<file path="src/rtl/keybank_pkg.sv">
package keybank_pkg;
  typedef enum logic {
    MERGE_REPLACE = 1'b0,
    MERGE_XOR     = 1'b1
  } merge_mode_e;

  typedef struct packed {
    logic key_wr;
    logic ctrl_wr;
    logic rng_load;
  } kb_event_t;
endpackage

</file>
<file path="src/rtl/kb_order_tracker.sv">
module kb_order_tracker #(
  parameter int NUM_WORDS = 8,
  parameter int IDX_W     = $clog2(NUM_WORDS)
) (
  input  logic             clk,
  input  logic             rst_n,
  input  logic             key_wr,
  input  logic [IDX_W-1:0] wr_idx,
  input  logic             rng_load,
  output logic [IDX_W-1:0] exp_idx,
  output logic             seq_err,
  output logic             key_valid,
  output logic             seq_restart,
  output logic             seq_match,
  output logic             seq_break,
  output logic             seq_done
);
  localparam logic [IDX_W-1:0] LAST_IDX = IDX_W'(NUM_WORDS - 1);

  function automatic logic [IDX_W-1:0] advance(input logic [IDX_W-1:0] idx);
    return (idx == LAST_IDX) ? '0 : idx + 1'b1;
  endfunction

  always_comb begin
    seq_restart = key_wr && (wr_idx == '0);
    seq_match   = key_wr && !seq_restart && !seq_err && (wr_idx == exp_idx);
    seq_break   = key_wr && !seq_restart && !seq_match;
    seq_done    = seq_match && (wr_idx == LAST_IDX);
  end

  always_ff @(posedge clk or negedge rst_n) begin
    if (!rst_n) begin
      exp_idx   <= '0;
      seq_err   <= 1'b0;
      key_valid <= 1'b0;
    end else if (rng_load) begin
      exp_idx   <= '0;
      seq_err   <= 1'b0;
      key_valid <= 1'b1;
    end else if (seq_restart) begin
      exp_idx   <= advance('0);
      seq_err   <= 1'b0;
      key_valid <= 1'b0;
    end else if (seq_match) begin
      exp_idx   <= advance(wr_idx);
      key_valid <= seq_done;
    end else if (seq_break) begin
      seq_err   <= 1'b1;
      key_valid <= 1'b0;
    end
  end
endmodule

</file>
<file path="src/rtl/kb_mode_ctrl.sv">
module kb_mode_ctrl
  import keybank_pkg::*;
(
  input  logic        clk,
  input  logic        rst_n,
  input  logic        ctrl_wr,
  input  logic        mode_bit,
  input  logic        lock_bit,
  output merge_mode_e merge_mode,
  output logic        mode_lock
);
  logic mode_accept;

  assign mode_accept = ctrl_wr && !mode_lock;

  always_ff @(posedge clk or negedge rst_n) begin
    if (!rst_n) begin
      merge_mode <= MERGE_REPLACE;
      mode_lock  <= 1'b0;
    end else begin
      if (mode_accept) merge_mode <= merge_mode_e'(mode_bit);
      if (ctrl_wr && lock_bit) mode_lock <= 1'b1;
    end
  end
endmodule

</file>
<file path="src/rtl/kb_word_store.sv">
module kb_word_store
  import keybank_pkg::*;
#(
  parameter int WORD_W    = 32,
  parameter int NUM_WORDS = 8,
  parameter int IDX_W     = $clog2(NUM_WORDS),
  parameter int KEY_W     = WORD_W * NUM_WORDS
) (
  input  logic              clk,
  input  logic              rst_n,
  input  logic              key_wr,
  input  logic [IDX_W-1:0]  wr_idx,
  input  logic [WORD_W-1:0] wr_data,
  input  logic              rng_load,
  input  merge_mode_e       merge_mode,
  input  logic [KEY_W-1:0]  rng_data,
  output logic [KEY_W-1:0]  key_raw
);
  function automatic logic [WORD_W-1:0] merge_word(
    input merge_mode_e       mode,
    input logic [WORD_W-1:0] prev,
    input logic [WORD_W-1:0] rnd
  );
    return (mode == MERGE_XOR) ? (prev ^ rnd) : rnd;
  endfunction

  for (genvar g = 0; g < NUM_WORDS; g++) begin : g_word
    logic [WORD_W-1:0] word_q;
    logic              hit;

    assign hit = key_wr && (wr_idx == IDX_W'(g));

    always_ff @(posedge clk or negedge rst_n) begin
      if (!rst_n) begin
        word_q <= '0;
      end else if (rng_load) begin
        word_q <= merge_word(merge_mode, word_q, rng_data[g*WORD_W +: WORD_W]);
      end else if (hit) begin
        word_q <= wr_data;
      end
    end

    assign key_raw[g*WORD_W +: WORD_W] = word_q;
  end
endmodule

</file>
<file path="src/rtl/ordered_key_bank.sv">
module ordered_key_bank
  import keybank_pkg::*;
#(
  parameter int          WORD_W    = 32,
  parameter int          NUM_WORDS = 8,
  parameter int          ADDR_W    = 8,
  parameter logic [7:0]  CTRL_ADDR = 8'h48,
  parameter int          MODE_POS  = 0,
  parameter int          LOCK_POS  = 16
) (
  input  logic                        clk,
  input  logic                        rst_n,
  input  logic                        wr_en,
  input  logic [ADDR_W-1:0]           wr_addr,
  input  logic [WORD_W-1:0]           wr_data,
  input  logic                        rng_valid,
  input  logic [WORD_W*NUM_WORDS-1:0] rng_data,
  output logic [WORD_W*NUM_WORDS-1:0] key_out,
  output logic                        key_valid
);
  localparam int IDX_W     = $clog2(NUM_WORDS);
  localparam int KEY_W     = WORD_W * NUM_WORDS;
  localparam int SPAN_BITS = IDX_W + 2;

  kb_event_t        ev;
  logic             key_hit;
  logic             key_wr;
  logic             ctrl_wr;
  logic             rng_load;
  logic [IDX_W-1:0] wr_idx;
  logic [IDX_W-1:0] exp_idx;
  logic             seq_err;
  logic             seq_restart;
  logic             seq_match;
  logic             seq_break;
  logic             seq_done;
  merge_mode_e      merge_mode;
  logic             mode_lock;
  logic [KEY_W-1:0] key_raw;

  assign key_hit  = (wr_addr >> SPAN_BITS) == '0;
  assign wr_idx   = wr_addr[SPAN_BITS-1:2];
  assign ev.rng_load = rng_valid;
  assign ev.key_wr   = wr_en && key_hit && !rng_valid;
  assign ev.ctrl_wr  = wr_en && (wr_addr == ADDR_W'(CTRL_ADDR));
  assign key_wr   = ev.key_wr;
  assign ctrl_wr  = ev.ctrl_wr;
  assign rng_load = ev.rng_load;

  kb_order_tracker #(.NUM_WORDS(NUM_WORDS), .IDX_W(IDX_W)) u_tracker (
    .clk         (clk),
    .rst_n       (rst_n),
    .key_wr      (key_wr),
    .wr_idx      (wr_idx),
    .rng_load    (rng_load),
    .exp_idx     (exp_idx),
    .seq_err     (seq_err),
    .key_valid   (key_valid),
    .seq_restart (seq_restart),
    .seq_match   (seq_match),
    .seq_break   (seq_break),
    .seq_done    (seq_done)
  );

  kb_mode_ctrl u_mode (
    .clk        (clk),
    .rst_n      (rst_n),
    .ctrl_wr    (ctrl_wr),
    .mode_bit   (wr_data[MODE_POS]),
    .lock_bit   (wr_data[LOCK_POS]),
    .merge_mode (merge_mode),
    .mode_lock  (mode_lock)
  );

  kb_word_store #(
    .WORD_W(WORD_W), .NUM_WORDS(NUM_WORDS), .IDX_W(IDX_W), .KEY_W(KEY_W)
  ) u_store (
    .clk        (clk),
    .rst_n      (rst_n),
    .key_wr     (key_wr),
    .wr_idx     (wr_idx),
    .wr_data    (wr_data),
    .rng_load   (rng_load),
    .merge_mode (merge_mode),
    .rng_data   (rng_data),
    .key_raw    (key_raw)
  );

  assign key_out = key_valid ? key_raw : '0;
endmodule

</file>
<file path="config.mk">
export PLATFORM = sky130hd
export DESIGN_NAME = ordered_key_bank
export DESIGN_NICKNAME = d
export VERILOG_FILES = /design/src/rtl/keybank_pkg.sv /design/src/rtl/kb_order_tracker.sv /design/src/rtl/kb_mode_ctrl.sv /design/src/rtl/kb_word_store.sv /design/src/rtl/ordered_key_bank.sv
export SDC_FILE = /design/constraint.sdc
export NUM_CORES = 1
export LEC_CHECK = 0
export BUFFER_PORTS_ARGS = -buffer_cell sky130_fd_sc_hd__clkbuf_2
export CELL_PAD_IN_SITES_DETAIL_PLACEMENT = 1
export CELL_PAD_IN_SITES_GLOBAL_PLACEMENT = 1
export CORE_MARGIN = 5
export CORE_UTILIZATION = 41
export DETAILED_ROUTE_END_ITERATION = 10
export PLACE_DENSITY = 0.9
export SLEW_MARGIN = 20
export SYNTH_ARGS = -nofsm -noshare
export SYNTH_HDL_FRONTEND = slang
export SYNTH_SLANG_ARGS = --single-unit
</file>
<file path="constraint.sdc">
create_clock -name clk -period 4.53 [get_ports clk]
set_input_delay 0.2265 -clock clk [delete_from_list [all_inputs] [get_ports clk]]
set_output_delay 0.2265 -clock clk [all_outputs]
set_load 0.03 [all_outputs]
</file>
==> results.json <==
{
  "grt_max_degree": 257,
  "clk_pin_slew_ns": 0.07,
  "synth_seq_area_share_pct": 38.0,
  "violations": "negative hold slack",
  "relSlewSlack_pct": 24.5,
  "synth_area_leaders": "dfrtp_1 (38%), mux2i_1 (15%), xnor2_1 (13%)",
  "top_level_ports": 557,
  "drtPass1Iterations": 5,
  "synth_area_per_cell_um2": 8.57,
  "cts-root-buf": "clkbuf_16",
  "ys.flop_type": "dfrtp_1",
  "fin_area_um2": 23600,
  "power_density_nw_per_um2": 329,
  "syn_inst": 2020,
  "critPathKind": "reg2out",
  "slew_violations": 0,
  "crit_family": "flip-flops",
  "insertion_delay_ns": 0.58,
  "grt_pass1_wl_um": 134000,
  "cp_slowest_cell": "dfrtp_4",
  "first_global_vias": 21181,
  "clockBufferDepth": 3,
  "tightest_slew_ns": 1.13,
  "final_nets": 2972,
  "drc": 0,
  "vias_per_cell": 5.77,
  "numPortBuffers": 556,
  "drv_cap": 0,
  "hp-class": "in2reg",
  "finalHoldViolCount": 1,
  "worstPathMaxFanout": 169,
  "worstSetupEndpointType": "output pin",
  "die_h_um": 215,
  "synth.distinct_cells": 33,
  "vdd_ir_drop_max_mv": 0.239,
  "setup_viol_count_final": 0,
  "syn2layout_area_growth_pct": 36.3,
  "die_x_um": 215,
  "max_freq_ghz": 0.322,
  "grt.overflow.total": 0,
  "cp.arrival_ns": 2.88,
  "status": "finished with violations",
  "crit_chain": "buf_12, and2_1, clkbuf_2",
  "cts_tree": "built",
  "place_area_um2": 20300,
  "track_usage_pct": 37.3,
  "num_rows": 75,
  "final_layout_size_suffix_gt1_share_pct": 23.7,
  "synth_top_area_share_pct": 38.0,
  "skew_ns": 0.0104,
  "cp.required_ns": 4.30,
  "tns_ns": 0,
  "synth_seq_cells": 263,
  "final_core_util_pct": 56.4,
  "vias": 18734,
  "gp_congestion": 0.860,
  "synth.net_count": 2326,
  "cp_num_buf_inv": 2,
  "postCtsSetupRepairBufs": 0,
  "ys.warnings.count": 0,
  "rsz0062_at_grt": "false",
  "layout.cells.non_filler": 3244,
  "dieArea_um2": 46400,
  "drtIter0Drc": 1661,
  "coreArea_um2": 41900,
  "cts.sinks": 263,
  "htree_num_levels": 1,
  "fin_crit_ns": 3.10,
  "dpl.cell_count": 2956,
  "numCtsBuffers": 31,
  "synth_area_um2": 17300,
  "hold_slack_ns": -0.0241,
  "crit_path_max_incr_delay_ns": 1.00,
  "synth_largest_area_cell": "dfrtp_1",
  "grt_antenna_before_repair": 15,
  "synthArstFlopShare_pct": 100,
  "wl_per_cell_um": 27.7,
  "drtAntennaViolNets": 0,
  "startpoint_type": "flop",
  "leakagePower_nw": 12.2,
  "drt_wl_total_um": 89900,
  "n_fill_cell": 4890,
  "finalCritPeriodShare_pct": 68.5,
  "synth_edf_count": 0,
  "dp_hpwl_um": 48900,
  "initial_core_util_pct": 41.4
}
## cell families after synthesis
family          count (synthesis)  synth area share [%]
simple gates                  791                  21.5
flops                         263                  38.0
compound gates                261                  7.60
mux                           260                  15.1
xor+xnor                      259                  13.1
buf+inv                       180                  4.27
fa+ha+maj                       6                 0.434
## timing repair
item | CTS | global route
endpoints found under the hold margin | 318 | 0
resized for setup | 0 | 0
hold buffers | 216 | 0
## placed cells by master, fill, tap and decap left out, types with 2 or more instances in the layout
master	count
buf_12	5
clkbuf_1	6
mux2i_1	258
and2_1	256
nor2_1	2
o21ai_0	257
xnor2_1	258
clkbuf_2	554
dfrtp_4	2
clkbuf_8	6
bufinv_16	6
inv_1	6
nand2_1	511
buf_8	2
dlygate4sd3_1	216
clkbuf_16	31
ha_1	6
a31oi_1	2
nand3_2	4
buf_4	10
clkinvlp_4	2
clkinv_2	5
diode_2	15
nand4_4	3
dfrtp_1	261
nor2b_1	4
## metal layers
| metal | GRT usage (%) | wire (um) | part of all wire (%) | vias to the layer above |
|---|---|---|---|---|
| li1 | - | - | - | 7822 |
| met1 | 40.3 | 31100 | 35 | 9259 |
| met2 | 62.8 | 43400 | 48 | 1169 |
| met3 | 9.19 | 7000 | 7.8 | 480 |
| met4 | 28.9 | 8470 | 9.4 | 4 |
| met5 | 0 | 26 | 0.029 | - |
## synth_stat cells, drive strengths merged, types with 3 or more instances
cell type and number:
and2 256, buf 33, clkbuf 141, dfrtp 263, ha 6, inv 6
mux2i 258, nand2 512, nand3 5, nand4 5, nor2 3, nor2b 4
o21ai 257, xnor2 258
## sequential cells by signal (all words and copies together), names as in the netlist
name / cells
u_store.g_word.word_q: 256
u_tracker.exp_idx: 3
u_mode.merge_mode: 1
u_mode.mode_lock: 1
u_tracker.key_valid: 1
u_tracker.seq_err: 1
## power by group
part / total (W) / switching [W] / internal, W
Sequential: 0.00279 / 0.000232 / 0.00256
Clock: 0.00285 / 0.00115 / 0.00169
Combinational: 0.00213 / 0.00139 / 0.000746
Total: 0.00777 / 0.00278 / 0.00500
## stage by stage
step                      setup slack [ns]  total power, W
after floorplan                       2.93         0.00387
after global placement                1.97         0.00455
after detailed placement              1.84         0.00463
after CTS                             1.55         0.00758
after global routing                  1.36         0.00800
final                                 1.43         0.00777
## worst paths after layout
kind	from	endpoint	slack [ns]	cells past startpoint
setup / recovery	u_tracker.key_valid	key_out[96]	1.43	3
hold / removal	rng_data[63]	u_store.g_word[1].word_q[31]	-0.02	4
setup reg to reg	u_mode.merge_mode	u_store.g_word[0].word_q[4]	2.13	5
hold reg to reg	u_mode.mode_lock	u_mode.mode_lock	0.48	1
max in group asynchronous	rst_n	u_store.g_word[4].word_q[16]	2.98	3
min in group asynchronous	rst_n	u_store.g_word[5].word_q[24]	0.26	2
## area by class of cell
| class | instances | area, um2 | area share, % |
|---|---|---|---|
| antenna | 15 | 37.5 | 0.159 |
| clock buffer | 43 | 881 | 3.73 |
| clock inverter | 14 | 229 | 0.970 |
| inverter | 6 | 22.5 | 0.0954 |
| multi-input combinational | 1577 | 10000 | 42.5 |
| sequential | 263 | 6590 | 27.9 |
| tap | 539 | 674 | 2.86 |
| timing repair buffer | 787 | 5140 | 21.8 |
## worst register-to-register path, delay by kind of cell, from the launching register on
kind | cells | cell delay [ns]
AO/OA/AOI/OAI | 1 | 0.21
XOR/XNOR | 1 | 0.28
buffers and inverters | 1 | 0.52
flip-flops | 1 | 0.98
AND/OR/NAND/NOR | 2 | 0.31
Power figures use the tool's default switching activity.
